File: src/rtl/sr_pkg.sv
package sr_pkg;

    localparam int SR_W     = 16;
    localparam int FLAG_W   = 8;
    localparam int BANK_W   = 2;
    localparam int MASK_W   = 3;
    localparam int COST_W   = 4;

    localparam int BANK_LSB = 8;
    localparam int MASK_LSB = 12;

    localparam int F_S = 7;
    localparam int F_Z = 6;
    localparam int F_H = 4;
    localparam int F_V = 2;
    localparam int F_N = 1;
    localparam int F_C = 0;

    typedef enum logic [3:0] {
        OP_NOP    = 4'd0,
        OP_CLRC   = 4'd1,
        OP_SETC   = 4'd2,
        OP_INVC   = 4'd3,
        OP_ZTOC   = 4'd4,
        OP_SWAPF  = 4'd5,
        OP_BANKUP = 4'd6,
        OP_BANKDN = 4'd7,
        OP_BANKLD = 4'd8,
        OP_MASKLD = 4'd9,
        OP_RSTF   = 4'd10,
        OP_RSTSR  = 4'd11
    } sr_op_e;

endpackage

File: src/rtl/sr_flag_unit.sv
module sr_flag_unit
    import sr_pkg::*;
(
    input  logic              en,
    input  logic [3:0]        op,
    input  logic [FLAG_W-1:0] flags_in,
    input  logic [FLAG_W-1:0] shadow_in,
    input  logic [FLAG_W-1:0] restore_lo,
    output logic [FLAG_W-1:0] flags_out,
    output logic [FLAG_W-1:0] shadow_out
);

    always_comb begin
        flags_out  = flags_in;
        shadow_out = shadow_in;
        if (en) begin
            case (op)
                OP_CLRC: begin
                    flags_out[F_N] = 1'b0;
                    flags_out[F_V] = 1'b0;
                    flags_out[F_C] = 1'b0;
                end
                OP_SETC: begin
                    flags_out[F_H] = 1'b0;
                    flags_out[F_N] = 1'b0;
                    flags_out[F_C] = 1'b1;
                end
                OP_INVC: begin
                    flags_out[F_N] = 1'b0;
                    flags_out[F_C] = ~flags_in[F_C];
                end
                OP_ZTOC: begin
                    flags_out[F_N] = 1'b0;
                    flags_out[F_C] = ~flags_in[F_Z];
                end
                OP_SWAPF: begin
                    flags_out  = shadow_in;
                    shadow_out = flags_in;
                end
                OP_RSTF: flags_out = restore_lo;
                default: ;
            endcase
        end
    end

endmodule

File: src/rtl/sr_field_unit.sv
module sr_field_unit
    import sr_pkg::*;
(
    input  logic              en,
    input  logic [3:0]        op,
    input  logic [BANK_W-1:0] bank_in,
    input  logic [MASK_W-1:0] mask_in,
    input  logic [7:0]        imm,
    output logic [BANK_W-1:0] bank_out,
    output logic [MASK_W-1:0] mask_out
);

    localparam logic [BANK_W-1:0] BANK_ONE = BANK_W'(1);

    always_comb begin
        bank_out = bank_in;
        mask_out = mask_in;
        if (en) begin
            case (op)
                OP_BANKUP: bank_out = bank_in + BANK_ONE;
                OP_BANKDN: bank_out = bank_in - BANK_ONE;
                OP_BANKLD: bank_out = imm[BANK_W-1:0];
                OP_MASKLD: mask_out = imm[MASK_W-1:0];
                default: ;
            endcase
        end
    end

endmodule

File: src/rtl/sr_cost_unit.sv
module sr_cost_unit
    import sr_pkg::*;
(
    input  logic              en,
    input  logic [3:0]        op,
    output logic [COST_W-1:0] cost
);

    always_comb begin
        cost = '0;
        if (en) begin
            case (op)
                OP_NOP, OP_CLRC, OP_SETC, OP_INVC, OP_ZTOC,
                OP_SWAPF, OP_BANKUP, OP_BANKDN, OP_BANKLD:
                    cost = COST_W'(2);
                OP_MASKLD: cost = COST_W'(5);
                OP_RSTF:   cost = COST_W'(4);
                OP_RSTSR:  cost = COST_W'(6);
                default:   cost = '0;
            endcase
        end
    end

endmodule

File: src/rtl/sr_flag_ctrl.sv
module sr_flag_ctrl
    import sr_pkg::*;
#(
    parameter logic [MASK_W-1:0] RESET_MASK = 3'd7
) (
    input  logic              clk,
    input  logic              rst_n,
    input  logic              op_valid,
    input  logic [3:0]        op_code,
    input  logic [7:0]        op_imm,
    input  logic [SR_W-1:0]   op_load,
    output logic [SR_W-1:0]   sr_q,
    output logic [FLAG_W-1:0] shadow_q,
    output logic [COST_W-1:0] cost_q
);

    localparam logic [SR_W-1:0] SR_RESET =
        SR_W'({RESET_MASK, {MASK_LSB{1'b0}}});

    logic [FLAG_W-1:0] flags_nx, shadow_nx;
    logic [BANK_W-1:0] bank_nx;
    logic [MASK_W-1:0] mask_nx;
    logic [COST_W-1:0] cost_nx;
    logic [SR_W-1:0]   sr_nx;

    sr_flag_unit u_flags (
        .en         (op_valid),
        .op         (op_code),
        .flags_in   (sr_q[FLAG_W-1:0]),
        .shadow_in  (shadow_q),
        .restore_lo (op_load[FLAG_W-1:0]),
        .flags_out  (flags_nx),
        .shadow_out (shadow_nx)
    );

    sr_field_unit u_fields (
        .en       (op_valid),
        .op       (op_code),
        .bank_in  (sr_q[BANK_LSB +: BANK_W]),
        .mask_in  (sr_q[MASK_LSB +: MASK_W]),
        .imm      (op_imm),
        .bank_out (bank_nx),
        .mask_out (mask_nx)
    );

    sr_cost_unit u_cost (
        .en   (op_valid),
        .op   (op_code),
        .cost (cost_nx)
    );

    always_comb begin
        sr_nx = sr_q;
        sr_nx[FLAG_W-1:0]           = flags_nx;
        sr_nx[BANK_LSB +: BANK_W]   = bank_nx;
        sr_nx[MASK_LSB +: MASK_W]   = mask_nx;
        if (op_valid && op_code == OP_RSTSR)
            sr_nx = op_load;
    end

    always_ff @(posedge clk) begin
        if (!rst_n) begin
            sr_q     <= SR_RESET;
            shadow_q <= '0;
            cost_q   <= '0;
        end else begin
            sr_q     <= sr_nx;
            shadow_q <= shadow_nx;
            cost_q   <= cost_nx;
        end
    end

    // idle clocks hold everything and report zero cost
    p_idle_hold_r9: assert property (@(posedge clk) disable iff (!rst_n)
        !op_valid |=> $stable(sr_q) && $stable(shadow_q) && cost_q == '0);

    // increment wraps modulo 4
    p_bank_up_r6: assert property (@(posedge clk) disable iff (!rst_n)
        (op_valid && op_code == OP_BANKUP) |=>
            sr_q[BANK_LSB +: BANK_W] == $past(sr_q[BANK_LSB +: BANK_W] + 2'd1)
            && sr_q[SR_W-1:BANK_LSB+BANK_W] == $past(sr_q[SR_W-1:BANK_LSB+BANK_W]));

    // exchange swaps low byte and shadow, keeps high byte
    p_swap_r5: assert property (@(posedge clk) disable iff (!rst_n)
        (op_valid && op_code == OP_SWAPF) |=>
            sr_q[FLAG_W-1:0] == $past(shadow_q) && shadow_q == $past(sr_q[FLAG_W-1:0])
            && sr_q[SR_W-1:FLAG_W] == $past(sr_q[SR_W-1:FLAG_W]));

    // carry set forces C, clears H and N
    p_setc_r3: assert property (@(posedge clk) disable iff (!rst_n)
        (op_valid && op_code == OP_SETC) |=>
            sr_q[F_C] && !sr_q[F_N] && !sr_q[F_H] && cost_q == 4'd2);

    // full restore replaces the word and costs six
    p_restore_r8: assert property (@(posedge clk) disable iff (!rst_n)
        (op_valid && op_code == OP_RSTSR) |=>
            sr_q == $past(op_load) && $stable(shadow_q) && cost_q == 4'd6);

    // carry from zero loads inverse of Z
    p_ztoc_r4: assert property (@(posedge clk) disable iff (!rst_n)
        (op_valid && op_code == OP_ZTOC) |=>
            sr_q[F_C] == !$past(sr_q[F_Z]) && !sr_q[F_N]);

endmodule

File: config.mk
export PLATFORM = sky130hd
export DESIGN_NAME = sr_flag_ctrl
export DESIGN_NICKNAME = d
export VERILOG_FILES = /design/src/rtl/sr_pkg.sv /design/src/rtl/sr_flag_unit.sv /design/src/rtl/sr_field_unit.sv /design/src/rtl/sr_cost_unit.sv /design/src/rtl/sr_flag_ctrl.sv
export SDC_FILE = /design/constraint.sdc
export NUM_CORES = 1
export LEC_CHECK = 0
export ABC_AREA = 0
export CELL_PAD_IN_SITES_DETAIL_PLACEMENT = 0
export CELL_PAD_IN_SITES_GLOBAL_PLACEMENT = 1
export CORE_MARGIN = 5
export CORE_UTILIZATION = 35
export CTS_BUF_LIST = sky130_fd_sc_hd__clkbuf_8
export DETAILED_ROUTE_END_ITERATION = 7
export PLACE_DENSITY = 0.94
export SLEW_MARGIN = 0
export SYNTH_ARGS = -nofsm -noshare
export SYNTH_HDL_FRONTEND = slang
export SYNTH_SLANG_ARGS = --single-unit
export TNS_END_PERCENT = 100
File: constraint.sdc
create_clock -name clk -period 3.8 [get_ports clk]
set_input_delay 0.95 -clock clk [delete_from_list [all_inputs] [get_ports clk]]
set_output_delay 0.95 -clock clk [all_outputs]
set_load 0.05 [all_outputs]
==> metrics.md <==
| Metric | Value |
|---|---|
| Status | finished clean |
| First drt pass iteration count | 4 |
| Syn Inst Count | 159 |
| Die area | 5550 sq um |
| Placed Cells | 252 |
| Max H-tree Level | 1 |
| Fill cells | 411 |
| Slew Limit Headroom | 53.3% |
| Xor/xnor cell area share of the yosys netlist | 0.601% |
| Register area | 541 sq um |
| Hpwl dp | 2580 um |
| Fin crit share | 65.8% |
| Die X-Extent | 74.5 um |
| Synth Area in Simple Gates | 19.8% |
| Rows | 23 |
| R2R cell count | 4 |
| Clock skew | 0.00217 ns |
| Compound-Gate Fraction of Synth Area | 23.1% |
| Worst path arrival time | 2.63 ns |
| RePlAce Congestion | 0.741 |
| R2R Path Start | sr_q[8] |
| Crit Path Category | primary input to flop |
| Worst min-delay path class | flop to flop |
| EDFF count, synth | 0 |
| Worst path required time | 3.93 ns |
| RSZ-0062 raised after global routing | false |
| Synth Cell Area | 1460 sq um |
| Top FF cell, synth | dfxtp_1 |
| Synth Net Count | 194 |
| CTS Buf Count | 3 |
| PortBufs | 52 |
| Syn Area/Cell | 9.16 sq um |
| Non-filler cells, final | 256 |
| GRT overflow | 0 |
| Hold Path Stages | 2 |
| Crit path capture type | flop |
| Area of the core | 4030 sq um |
| Overall global routing resource usage | 13.3% |
| Synth Warn # | 0 |
| WL final | 3570 um |
| Worst VDD drop | 186 uV |
| Post-cts resize count | 0 |
| Clk_lat worst skew | 0.27 ns |
| Final slew viol count | 0 |
| Post-synthesis mux area share | 9.97% |
| Startpoint types | primary input |
| Leakage | 0.776 nW |
| Antenna Cells | 0 |
| Via Count | 1301 |
| Most frequent cells in the layout | 52 x clkdlybuf4s50_1, 27 x nand2_1, 27 x dfxtp_1 |
| Commonest non-fill, non-tap cell in the layout | clkdlybuf4s50_1 |
| Largest family of logic cells by synthesized area | compound AO/OA/AOI/OAI gates |
| Cts-stage hold buffer count | 0 |
| Clock-pin slew on the worst setup and hold paths | 0.10 ns |
| Fraction of the mapped netlist area in adder cells | 3.44% |
| Max Cap Violations | 0 |
| Fmax | 400 MHz |
| Clock buffer depth | 2 |
| Crit. Startpoint | op_code[2] |
| Final hold vios | 0 |
| Clock Sinks | 27 |
| R2r setup slk | 2.54 ns |
| Starting Density | 36.1% |
| Vias/cell | 5.08 |
| Int Pwr | 0.000427 W |
| Initial DRC count | 99 |
| Synth top area share | 37.1% |
| Initial antenna violation count | 0 |
| Crit path time final | 2.50 ns |
| Asr flop ratio synth | 0% |
| Area of the multi-input gates | 832 sq um |
| CTS root buffer | clkbuf_8 |
| Synth top area cells | dfxtp_1 37%, a21oi_1 7.2%, nand2_1 7.0% |
| Measured slew at the worst slew-check pin | 0.699 ns |
| Routed WL per cell | 13.9 um |
| First-pass GRT wire length | 5780 um |
| Largest net degree at the start of global routing | 23 |
| Clock power frac | 27.3% |
| Layout cell share with drive strength beyond 1 | 7.77% |
| Post-synth top area cell | dfxtp_1 |
| Layout Area Growth over Synthesis | 39.3% |
| Final core occ | 50.3% |
| TritonCTS clock tree | yes |
| Post-DRT Antenna Nets | 0 |
| Drt drc | 0 |
| NumNets Final | 242 |
| Switching power share of the total | 29.5% |
| Hold endpoint | shadow_q[5] |
| Crit Reg-Reg Endpoint | sr_q[9] |
| Ports | 59 |
| Post-synth cell types | 40 |
| Die Span Y | 74.5 um |
| Pwr Density | 299 nW/um^2 |
| Setup TNS | 0 ns |
| Final setup violating endpoints | 0 |
| Seq cells post-synth | 27 |
| Vias in the first global route | 1232 |
| Register area share after synthesis | 37.1% |
| Hold Path Origin | shadow_q[5] |
| Comb power frac | 23.6% |
| Post-CTS Setup Bufs | 0 |
| Switching power | 0.000179 W |
| Max FO, Critical Path | 14 |
| Part of the power in registers | 49.1% |
## worst max-delay path, cell delays in order
cell	delay, ns
clkdlybuf4s50_1	0.79
and2b_1	0.28
a22o_1	0.23
a211oi_1	0.25
o32ai_1	0.13
## synthesized netlist by cell type (all sizes together) (2+ instances only)
cell type / count
dfxtp: 27
nand4b: 2
ha: 4
a21oi: 22
nand2: 27
nor2: 10
nand2b: 4
a22oi: 4
and2b: 2
clkbuf: 2
inv: 5
mux2i: 10
a311oi: 8
buf: 8
mux2: 4
o21ai: 4
## registers in the layout, summed over array words and instances (netlist names)
| name | count |
|---|---|
| shadow_q | 8 |
| cost_q | 3 |
| sr_q | 16 |
## stage by stage
stage	setup WS, ns	hold WS, ns	power, W	area [sq um]
2_1_floorplan	1.72	0.677	0.000396	1460
3_3_place_gp	1.03	0.458	0.000447	1980
3_5_place_dp	0.991	0.464	0.000447	1980
4_1_cts	1.28	0.478	0.000611	2030
5_1_grt	1.11	0.499	0.000633	2030
6_report	1.30	0.475	0.000606	2030
## routing by layer
layer / GRT usage, % / wire [um] / vias to the layer above
met3: 3.51 / 208 / 2
met2: 21.8 / 1710 / 30
met1: 17.4 / 1630 / 608
met5: 0 / 0 / -
met4: 3.56 / 23 / 0
li1: - / - / 661
## power groups by stage
stage	clock network, W	registers (W)	logic (W)
CTS	0.000169	0.000297	0.000144
detailed placement	0	0.000304	0.000144
floorplan	0	0.000331	0.0000648
finish	0.000166	0.000297	0.000143
global route	0.000181	0.000299	0.000154
global placement	0	0.000304	0.000143
## layout make-up
cell class                 count  area share [%]
clock buffer                   3            2.04
clock inverter                 1           0.247
inverter                       5           0.925
multi-input combinational    117            41.0
sequential                    27            26.7
tap                           50            3.08
timing repair buffer          53            26.0
## worst max path at each step
| stage | depth (start not counted) | endpoint |
|---|---|---|
| after CTS | 6 | sr_q[2] |
| after floorplan | 6 | sr_q[8] |
| final | 5 | sr_q[9] |
| after global routing | 6 | sr_q[2] |
| after global placement | 5 | sr_q[9] |
| after detailed placement | 6 | sr_q[3] |
## logic make-up after synthesis
| kind of cell | after synthesis |
|---|---|
| compound gates | 47 |
| xor+xnor | 1 |
| fa+ha+maj | 4 |
| buf+inv | 15 |
| flops | 27 |
| mux | 14 |
| other cells | 1 |
| simple gates | 50 |
(Power assumes the default switching activity.)
